$ cat src/rtl/pktFifoPkg.sv
package pktFifoPkg;

  // Strobes from the control unit to the datapath
  typedef struct packed {
    logic wrEn;      // store producer byte
    logic commitEn;  // latch the length of the fill buffer
    logic clearAll;  // endpoint reset: zero every length
  } dpStrobe_t;

  typedef enum logic [1:0] {
    REG_NONE,
    REG_NAK_SET,
    REG_NAK_CLR,
    REG_EP_RESET
  } regCmd_e;

  function automatic regCmd_e decodeReg(input logic [7:0] v, input logic [3:0] ep);
    regCmd_e c;
    if (v[7]) c = REG_NAK_SET;
    else if (v == 8'h00) c = REG_NAK_CLR;
    else if (v[6:4] == 3'd0 && v[3:0] == ep) c = REG_EP_RESET;
    else c = REG_NONE;
    return c;
  endfunction

endpackage

$ cat src/rtl/pktFifoData.sv
module pktFifoData
  import pktFifoPkg::*;
#(
  parameter int NUM_BUFS = 4,
  parameter int DATA_W   = 8,
  parameter int MAX_PKT  = 64,
  localparam int BUF_W   = (NUM_BUFS > 1) ? $clog2(NUM_BUFS) : 1,
  localparam int IDX_W   = (MAX_PKT > 1) ? $clog2(MAX_PKT) : 1,
  localparam int LEN_W   = $clog2(MAX_PKT + 1)
) (
  input  logic              clk,
  input  logic              rstN,
  input  dpStrobe_t         strb,
  input  logic [BUF_W-1:0]  wrBuf,
  input  logic [IDX_W-1:0]  wrIdx,
  input  logic [DATA_W-1:0] wrData,
  input  logic [BUF_W-1:0]  commitBuf,
  input  logic [LEN_W-1:0]  commitLen,
  input  logic [BUF_W-1:0]  rdBuf,
  input  logic [IDX_W-1:0]  rdIdx,
  output logic [DATA_W-1:0] rdData,
  output logic [LEN_W-1:0]  rdLen
);

  logic [DATA_W-1:0] store [NUM_BUFS][MAX_PKT];
  logic [NUM_BUFS-1:0][LEN_W-1:0] lenAll;

  always_ff @(posedge clk) begin
    if (strb.wrEn) store[wrBuf][wrIdx] <= wrData;
  end

  // One length register per packet buffer
  for (genvar b = 0; b < NUM_BUFS; b++) begin : gLen
    logic [LEN_W-1:0] lenQ;
    always_ff @(posedge clk or negedge rstN) begin
      if (!rstN) lenQ <= '0;
      else if (strb.clearAll) lenQ <= '0;
      else if (strb.commitEn && commitBuf == BUF_W'(b)) lenQ <= commitLen;
    end
    assign lenAll[b] = lenQ;
  end

  assign rdLen  = lenAll[rdBuf];
  assign rdData = store[rdBuf][rdIdx];

endmodule

$ cat src/rtl/pktFifoCtrl.sv
module pktFifoCtrl
  import pktFifoPkg::*;
#(
  parameter int NUM_BUFS = 4,
  parameter int MAX_PKT  = 64,
  parameter int EP_CODE  = 2,
  parameter int MIN_GAP  = 3,
  localparam int BUF_W   = (NUM_BUFS > 1) ? $clog2(NUM_BUFS) : 1,
  localparam int IDX_W   = (MAX_PKT > 1) ? $clog2(MAX_PKT) : 1,
  localparam int LEN_W   = $clog2(MAX_PKT + 1),
  localparam int CNT_W   = $clog2(NUM_BUFS + 1),
  localparam int GAP_W   = (MIN_GAP > 1) ? $clog2(MIN_GAP) : 1
) (
  input  logic             clk,
  input  logic             rstN,
  input  logic             cfgAutoCommit,
  input  logic             cfgZlpEn,
  input  logic [LEN_W-1:0] cfgPktSize,
  input  logic             prodValid,
  output logic             prodReady,
  input  logic             commitReq,
  input  logic             rstRegWr,
  input  logic [7:0]       rstRegData,
  input  logic             consReady,
  output logic             consValid,
  output logic             consLast,
  output logic             consZero,
  output logic [LEN_W-1:0] fillCount,
  output logic [CNT_W-1:0] commitCnt,
  output logic             allFull,
  output logic             allEmpty,
  output logic             nakActive,
  output dpStrobe_t        strb,
  output logic [BUF_W-1:0] wrBuf,
  output logic [IDX_W-1:0] wrIdx,
  output logic [BUF_W-1:0] commitBuf,
  output logic [LEN_W-1:0] commitLen,
  output logic [BUF_W-1:0] rdBuf,
  output logic [IDX_W-1:0] rdIdx,
  input  logic [LEN_W-1:0] rdLen
);

  localparam logic [LEN_W-1:0] MAX_LEN  = LEN_W'(MAX_PKT);
  localparam logic [CNT_W-1:0] FULL_CNT = CNT_W'(NUM_BUFS);

  logic [BUF_W-1:0] wrPtr, rdPtr;
  logic [CNT_W-1:0] used;
  logic [LEN_W-1:0] fillCnt;
  logic [IDX_W-1:0] rdPos;
  logic             nakQ;
  logic [GAP_W-1:0] gapQ;

  logic [LEN_W-1:0] effSize, fillNext;
  logic             spaceOk, push, autoHit, manHit, commitNow;
  logic             beat, lastBeat, regAccept, epReset;
  regCmd_e          cmd;

  function automatic logic [BUF_W-1:0] nextBuf(input logic [BUF_W-1:0] p);
    return (p == BUF_W'(NUM_BUFS - 1)) ? '0 : p + 1'b1;
  endfunction

  // Packet size sanitising: 0 or oversize means a full buffer
  always_comb begin
    if (cfgPktSize == '0 || cfgPktSize > MAX_LEN) effSize = MAX_LEN;
    else effSize = cfgPktSize;
  end

  // Producer side
  assign spaceOk   = (used != FULL_CNT) && (fillCnt != MAX_LEN);
  assign push      = prodValid && spaceOk;
  assign fillNext  = fillCnt + LEN_W'(push);
  assign autoHit   = cfgAutoCommit && push && (fillNext >= effSize);
  assign manHit    = commitReq && (used != FULL_CNT) && ((fillNext != '0) || cfgZlpEn);
  assign commitNow = autoHit || manHit;

  // Consumer side
  assign consValid = (used != '0) && !nakQ;
  assign consZero  = (rdLen == '0);
  assign lastBeat  = consZero || ((LEN_W'(rdPos) + LEN_W'(1)) == rdLen);
  assign beat      = consValid && consReady;

  // Control register decode with write spacing
  assign regAccept = rstRegWr && (gapQ == '0);
  assign cmd       = decodeReg(rstRegData, 4'(EP_CODE));
  assign epReset   = regAccept && (cmd == REG_EP_RESET);

  always_ff @(posedge clk or negedge rstN) begin
    if (!rstN) begin
      wrPtr   <= '0;
      rdPtr   <= '0;
      used    <= '0;
      fillCnt <= '0;
      rdPos   <= '0;
    end else if (epReset) begin
      wrPtr   <= '0;
      rdPtr   <= '0;
      used    <= '0;
      fillCnt <= '0;
      rdPos   <= '0;
    end else begin
      if (commitNow) begin
        wrPtr   <= nextBuf(wrPtr);
        fillCnt <= '0;
      end else if (push) begin
        fillCnt <= fillNext;
      end
      if (beat) begin
        if (lastBeat) begin
          rdPtr <= nextBuf(rdPtr);
          rdPos <= '0;
        end else begin
          rdPos <= rdPos + 1'b1;
        end
      end
      used <= used + CNT_W'(commitNow) - CNT_W'(beat && lastBeat);
    end
  end

  always_ff @(posedge clk or negedge rstN) begin
    if (!rstN) begin
      nakQ <= 1'b0;
      gapQ <= '0;
    end else begin
      if (regAccept) gapQ <= GAP_W'(MIN_GAP - 1);
      else if (gapQ != '0) gapQ <= gapQ - 1'b1;
      if (regAccept && cmd == REG_NAK_SET) nakQ <= 1'b1;
      else if (regAccept && cmd == REG_NAK_CLR) nakQ <= 1'b0;
    end
  end

  // Strobes and addressing for the datapath
  always_comb begin
    strb.wrEn     = push && !epReset;
    strb.commitEn = commitNow && !epReset;
    strb.clearAll = epReset;
  end

  assign wrBuf     = wrPtr;
  assign wrIdx     = fillCnt[IDX_W-1:0];
  assign commitBuf = wrPtr;
  assign commitLen = fillNext;
  assign rdBuf     = rdPtr;
  assign rdIdx     = rdPos;

  assign prodReady = spaceOk;
  assign consLast  = lastBeat;
  assign fillCount = fillCnt;
  assign commitCnt = used;
  assign allFull   = (used == FULL_CNT);
  assign allEmpty  = (used == '0) && (fillCnt == '0);
  assign nakActive = nakQ;

endmodule

$ cat src/rtl/pktFifo.sv
module pktFifo
  import pktFifoPkg::*;
#(
  parameter int NUM_BUFS = 4,
  parameter int DATA_W   = 8,
  parameter int MAX_PKT  = 64,
  parameter int EP_CODE  = 2,
  parameter int MIN_GAP  = 3
) (
  input  logic                             clk,
  input  logic                             rstN,
  input  logic                             cfgAutoCommit,
  input  logic                             cfgZlpEn,
  input  logic [$clog2(MAX_PKT+1)-1:0]     cfgPktSize,
  input  logic                             prodValid,
  input  logic [DATA_W-1:0]                prodData,
  output logic                             prodReady,
  input  logic                             commitReq,
  input  logic                             rstRegWr,
  input  logic [7:0]                       rstRegData,
  output logic                             consValid,
  input  logic                             consReady,
  output logic [DATA_W-1:0]                consData,
  output logic                             consLast,
  output logic                             consZero,
  output logic [$clog2(MAX_PKT+1)-1:0]     fillCount,
  output logic [$clog2(NUM_BUFS+1)-1:0]    commitCnt,
  output logic                             allFull,
  output logic                             allEmpty,
  output logic                             nakActive
);

  localparam int BUF_W = (NUM_BUFS > 1) ? $clog2(NUM_BUFS) : 1;
  localparam int IDX_W = (MAX_PKT > 1) ? $clog2(MAX_PKT) : 1;
  localparam int LEN_W = $clog2(MAX_PKT + 1);

  dpStrobe_t        strb;
  logic [BUF_W-1:0] wrBuf, commitBuf, rdBuf;
  logic [IDX_W-1:0] wrIdx, rdIdx;
  logic [LEN_W-1:0] commitLen, rdLen;

  pktFifoCtrl #(
    .NUM_BUFS(NUM_BUFS), .MAX_PKT(MAX_PKT), .EP_CODE(EP_CODE), .MIN_GAP(MIN_GAP)
  ) ctrl_i (
    .clk(clk), .rstN(rstN),
    .cfgAutoCommit(cfgAutoCommit), .cfgZlpEn(cfgZlpEn), .cfgPktSize(cfgPktSize),
    .prodValid(prodValid), .prodReady(prodReady), .commitReq(commitReq),
    .rstRegWr(rstRegWr), .rstRegData(rstRegData),
    .consReady(consReady), .consValid(consValid), .consLast(consLast), .consZero(consZero),
    .fillCount(fillCount), .commitCnt(commitCnt), .allFull(allFull), .allEmpty(allEmpty),
    .nakActive(nakActive),
    .strb(strb), .wrBuf(wrBuf), .wrIdx(wrIdx), .commitBuf(commitBuf), .commitLen(commitLen),
    .rdBuf(rdBuf), .rdIdx(rdIdx), .rdLen(rdLen)
  );

  pktFifoData #(
    .NUM_BUFS(NUM_BUFS), .DATA_W(DATA_W), .MAX_PKT(MAX_PKT)
  ) data_i (
    .clk(clk), .rstN(rstN), .strb(strb),
    .wrBuf(wrBuf), .wrIdx(wrIdx), .wrData(prodData),
    .commitBuf(commitBuf), .commitLen(commitLen),
    .rdBuf(rdBuf), .rdIdx(rdIdx), .rdData(consData), .rdLen(rdLen)
  );

endmodule

$ cat config.mk
export PLATFORM = sky130hd
export DESIGN_NAME = pktFifo
export DESIGN_NICKNAME = d
export VERILOG_FILES = /design/src/rtl/pktFifoPkg.sv /design/src/rtl/pktFifoData.sv /design/src/rtl/pktFifoCtrl.sv /design/src/rtl/pktFifo.sv
export SDC_FILE = /design/constraint.sdc
export NUM_CORES = 2
export LEC_CHECK = 0
export BUFFER_PORTS_ARGS = -buffer_cell sky130_fd_sc_hd__buf_2
export CAP_MARGIN = 5
export CORE_AREA = 2 2 499 377
export CTS_CLUSTER_DIAMETER = 60
export DETAILED_ROUTE_END_ITERATION = 8
export DIE_AREA = 0 0 501 379
export PLACE_DENSITY = 0.73
export SETUP_SLACK_MARGIN = 0.3
export SLEW_MARGIN = 10
export SYNTH_ARGS = -nofsm -noshare
export SYNTH_HDL_FRONTEND = slang
export SYNTH_HIERARCHICAL = 1
export SYNTH_SLANG_ARGS = --single-unit
$ cat constraint.sdc
create_clock -name clk -period 4.5 [get_ports clk]
set_input_delay 0.9 -clock clk [delete_from_list [all_inputs] [get_ports clk]]
set_output_delay 0.9 -clock clk [all_outputs]
set_load 0.02 [all_outputs]
-- After elaboration in Yosys (flattened, before gate mapping)
Memory sizes are Yosys's and may differ from the RTL's.
Cells that the tools add are included.
- $add $sub $neg: 8
- magnitude comparators: 6
- equality and inequality tests: 12
- multiplexer cells: 39
- bitwise gates (word level): 2
- reduce and logical (&&, ||, !) cells: 50
- operators with widths (cell ; number):
    two-way mux 512 bit ; 1
    two-way mux 7 bit ; 13
    binary-select mux 8 bit (select 6 bit) ; 1
    demux 8 bit (select 6 bit) ; 1
    two-way mux 2 bit ; 12
    two-way mux 8 bit ; 3
    logical AND 1 bit ; 22
    logical NOT 7 bit ; 3
    nonzero test 2 bit ; 10
    two-way mux 6 bit ; 3
    binary-select mux 7 bit (select 2 bit) ; 1
    >= comparator 7 bit, second input constant ; 2
    NOT 6 -> 7 bit ; 2
    equality test 2 bit, second input constant ; 5
    logical NOT 8 bit ; 1
    adder 6 x 1 -> 7 bit, second input constant ; 1
    adder 7 x 1 -> 7 bit ; 1
    equality test 7 bit ; 1
    >= comparator 7 bit ; 1
    greater-than comparator 7 bit, second input constant ; 1
    less-than comparator 7 x 1 -> 1 bit, second input constant ; 1
    != test 7 bit, second input constant ; 1
    nonzero test 7 bit ; 1
    adder 6 x 1 -> 6 bit, second input constant ; 1
    17 further kinds ; 28
- register bits: 51
- memory bits (writable): 2048
- word-level logic and storage cells: 129
- memories: 1
- memory list (memory ; words ; width ; rd ports ; clocked after Yosys merged registers in ; write ports ; line ; source):
    data_i.store ; 4 ; 512 ; 1 ; 0 ; 1 ; pktFifoData.sv:25 ; logic [DATA_W-1:0] store [NUM_BUFS][MAX_PKT];

-- Logic depth before layout (Yosys ltp)
- depth in word-level cells: 12
- depth in mapped cells: 21
- gate-level depth less buffers: 21

-- By module
Netlist, hierarchy kept.
- by module, submodules not included (module ; times used ; cells each ; area each (sq um) ; seq. area each (sq um)):
    pktFifoData ; 1 ; 3871 ; 81026.5 ; 62199.7
    pktFifoCtrl ; 1 ; 191 ; 1794.2 ; 575.6

-- Worst setup path after synthesis
OpenSTA, ideal clock, no wires.
- path kind: reg2reg
- start: register ctrl_i.used[1], in the netlist ctrl_i/commitCnt[1]
- end: register ctrl_i.used[2], in the netlist ctrl_i/commitCnt[2]
- setup time: 121 ps
- arrival: 4661 ps
- data required time: 4379 ps
- path slack: -282 ps
- cell stages (with the launch flop): 22
- path buffers: 0
- clock period less this slack: 4782 ps
- path through: dfrtp_1 > nor3b_1 > a311oi_4 > ha_1 > ha_1 > and3_2 > nand3_1 > xor2_1 > inv_1 > ha_1 > a21oi_1 > o311ai_1 > nand4_1 > o21a_2 > ha_1 > inv_1 > ha_1 > inv_1 > fa_1 > xor2_1 > xnor2_1 > nor2_1
- word-level cells in the longest chain between the ends: 11
- RTL lines (item ; line ; source):
    start, declared ; pktFifoCtrl.sv:47 ; logic [CNT_W-1:0] used;
    start signal, assigned ; pktFifoCtrl.sv:115 ; used <= used + CNT_W'(commitNow) - CNT_W'(beat && lastBeat);
    != test 3 bit * ; pktFifoCtrl.sv:69 ; assign spaceOk = (used != FULL_CNT) && (fillCnt != MAX_LEN);
    logical AND 1 bit * ; pktFifoCtrl.sv:69 ;
    logical AND 1 bit * ; pktFifoCtrl.sv:70 ; assign push = prodValid && spaceOk;
    adder 7 x 1 -> 7 bit * ; pktFifoCtrl.sv:71 ; assign fillNext = fillCnt + LEN_W'(push);
    named net commitLen[6] ; pktFifo.sv:40 ; logic [LEN_W-1:0] commitLen, rdLen;
    branches (longest 3 deep; another with >= comparator 7 bit) ; - ;
    logical OR 1 bit * ; pktFifoCtrl.sv:74 ; assign commitNow = autoHit || manHit;
    adder 3 x 1 -> 3 bit * ; pktFifoCtrl.sv:115 ;
    subtractor 3 x 1 -> 3 bit * ; pktFifoCtrl.sv:115 ;
    two-way mux 3 bit * ; pktFifoCtrl.sv:94 ; end else if (epReset) begin
Mark *: on every way through the listed nets, which the timed path passes.
A chain may end at the register's enable or synchronous reset.

-- Final worst setup path
- start: register ctrl_i.rdPtr[0], in the netlist ctrl_i/rdBuf[0]
- end: output port consData[5]
- word-level cells in the longest chain between the ends: 4
- RTL lines (item ; line ; source):
    start, declared ; pktFifoCtrl.sv:46 ; logic [BUF_W-1:0] wrPtr, rdPtr;
    start signal, assigned ; pktFifoCtrl.sv:109 ; rdPtr <= nextBuf(rdPtr);
    memory read (4 x 512 bit) ; - ;
    binary-select mux 8 bit (select 6 bit) ; pktFifoData.sv:44 ; assign rdData = store[rdBuf][rdIdx];
    two-way mux 8 bit (implied by the code) (2 in a row) ; pktFifoData.sv:44 ;
    end, declared ; pktFifo.sv:23 ; output logic [DATA_W-1:0] consData,
No other way between the ends. The select of a mux whose other input is x is not followed.

==> metrics.csv <==
metric,value,unit
P_leak,31.5,nW
sequential share of the synthesized area,75.8,%
Post-DP Area,0.0880,mm2
setup ws final,-301,ps
violated checks,setup timing,
Switch Pwr,17.5,mW
final WL,213,mm
clock tree buffer depth,3,
Total Routing Usage GR,22.2,%
DIE AREA,0.190,mm2
Crit-path slowest cell,a211oi_4,
worst r2r src,ctrl_i/commitCnt[2],
Reg power frac,38.8,%
max-cap violations,0,
syn_nets,4108,
layout cells sized above 1,31.0,%
CTS tree,yes,
Die H,379,um
final total power,56.3,mW
Fin. Hold Viols,0,
Synth cell types,82,
"worst slack, placed",24.8,ps
"EDFF count, synth",2048,
Initial Util,44.8,%
Final Setup Violations,8,
Max Clk Rate,0.208,GHz
NumNets Final,4600,
area grow syn2layout,17.1,%
Pint,38.8,mW
DRT antenna net count,0,
critical path startpoint,ctrl_i/rdBuf[0],
crit-path cells,buf_12 > buf_16 > buf_16 > buf_12 > buf_8 > mux4_2 > o22ai_2 > or3_4 > o31ai_4 > o22ai_4 > a211oi_4 > buf_6,
WS Path Type,flop to output port,
Layout Cells excl Fill,7135,
number of vias per cell,6.23,
crit share post-route,107,%
Ports,56,
Core Rows,137,
status,"complete, but fails checks",
Worst Path Required,3600,ps
clk_lat worst skew,830,ps
Worst path top cell family by delay,buffers and inverters,
ys flop type,edfxtp_1,
arrival time at the worst endpoint,3900,ps
clock sink count,2099,
root buffer cell,clkbuf_16,
FILL cells,13800,
DRC,0,
Seq cells post-synth,2099,
"Buf+Inv Stages, Crit Path",6,
Die X,501,um
Slew @ Worst Pin,1230,ps
GRT overflow,0,
HPWL reported at the end of detailed placement,127,mm
CP max FO,9,
critical path launch point type,flop,
max-slew violation count,0,
dpl cells,6671,
cell count after synthesis,4062,
Pre-antenna DRT Iters,5,
Rel. slew slack,17.8,%
HP Class,input port to async pin,
clock share of power,27.9,%
Hold Buf Count CTS,0,
"slowest stage delay, CP",510,ps
via count,44400,
CTS H-Tree Depth,4,
count of input and output buffers,55,
Final Skew,51.1,ps
CORE AREA,0.185,mm2
first-pass GRT wire length,306,mm
DRT iter0 DRCs,6683,
Placer Congestion,0.890,
aggregate negative setup slack,-1780,ps
logic gate share of total power,33.4,%
Synth Area per Inst,20.4,um2
switching share of power,31.0,%
WL per Instance,29.9,um
largest net degree at the start of global routing,152,
RSZ-0062 raised after global routing,true,
Cell Pwr Density,581,mW/mm2
Hold WS,80.9,ps
"Reg clk slew, reported paths",70,ps
Mapped Area,0.0828,mm2
vias in the first global route,43400,
CTS Buf Count,184,
Peak VDD IR,0.000515,V
total number of yosys warnings,6,
Tmin final,4800,ps
initial antenna violation count,4,
CP endpoint kind,output port,
utilization after layout,52.4,%
fin area,0.0970,mm2
ys async rst share,2.43,%
sequential cells by signal, summed over array words and instances, names as in the netlist:
register and cells:
ctrl_i/nakActive 1, ctrl_i/rdIdx 6, ctrl_i/commitBuf 2, ctrl_i/fillCount 7, ctrl_i/commitCnt 3, data_i/gLen.lenQ 28, data_i/store 2048, ctrl_i/gapQ 2
ctrl_i/rdBuf 2
layout make-up:
class / instances / area, um2 / share of cell area (%)
sequential: 2099 / 62800 / 64.8
multi-input combinational: 1710 / 19600 / 20.2
timing repair buffer: 546 / 5570 / 5.74
clock buffer: 233 / 4830 / 4.98
tap: 2432 / 3040 / 3.14
clock inverter: 101 / 1100 / 1.13
inverter: 13 / 48.8 / 0.0503
antenna: 1 / 2.50 / 0.00258
worst paths after layout:
kind	depth (start not counted)	slack [ps]	endpoint
max reg2reg	21	420	ctrl_i/commitCnt[2]
min	1	80	ctrl_i/fillCount[6]
max in group asynchronous	2	3610	data_i/gLen[0].lenQ[5]
min reg2reg	1	490	ctrl_i/gapQ[0]
min in group clk	2	350	ctrl_i/nakActive
max	12	-300	consData[5]
kinds of logic after synthesis:
| logic type | synth area share, % |
|---|---|
| fa+ha+maj | 0.236 |
| compound gates | 3.66 |
| buf+inv | 2.10 |
| xor+xnor | 0.281 |
| simple gates | 3.40 |
| flops | 75.8 |
| mux | 14.5 |
cell usage in the layout (no fill, tap or decap), drive strengths merged, types with 14 or more instances in the layout:
cell type	n
mux4	447
nor2	330
nand3	21
a21oi	70
ha	14
o22ai	57
a22oi	129
edfxtp	2048
buf	532
nor3	30
inv	20
bufinv	16
o221ai	37
a211oi	17
a22o	26
nand2b	21
nand2	121
clkinv	73
dfrtp	51
nor4	24
clkbuf	244
a221oi	15
mux2i	179
timing repair:
action                     in CTS  in global routing
pin swaps                      64                 45
setup buffers                  79                 32
setup endpoints to repair      11                 38
cloned                         15                  3
gates resized for setup       252                 86
per-layer routing:
layer / vias to the layer above / global-route usage (%) / wire length (um)
met5: - / 0 / 13
met4: 2 / 6.66 / 6150
met2: 2972 / 32.5 / 95300
met1: 23200 / 32.1 / 83900
li1: 17800 / - / -
met3: 398 / 6.61 / 28100
power groups by stage:
| stage | Sequential [mW] | Combinational, mW | Clock (mW) |
|---|---|---|---|
| final | 21.8 | 18.8 | 15.7 |
| after global routing | 21.8 | 19.4 | 16.6 |
| after CTS | 21.8 | 17.9 | 15.9 |
| after detailed placement | 22.3 | 15.3 | 0 |
| after global placement | 22.3 | 15.1 | 0 |
| after floorplan | 22.2 | 9.83 | 0 |
Yosys cell counts, types with 30 or more instances:
cell	count	area share [%]
nor2_1	328	1.5
a22oi_1	129	1.2
clkbuf_1	100	0.45
dfrtp_1	51	1.5
buf_6	35	0.48
edfxtp_1	2048	74
o22ai_1	57	0.43
mux4_2	419	11
a21oi_1	70	0.42
mux2i_1	179	2.2
nor3_1	30	0.18
o221ai_1	37	0.39
nand2_1	121	0.55
buf_2	42	0.25
Note: power is estimated with default switching activity, not from simulation.
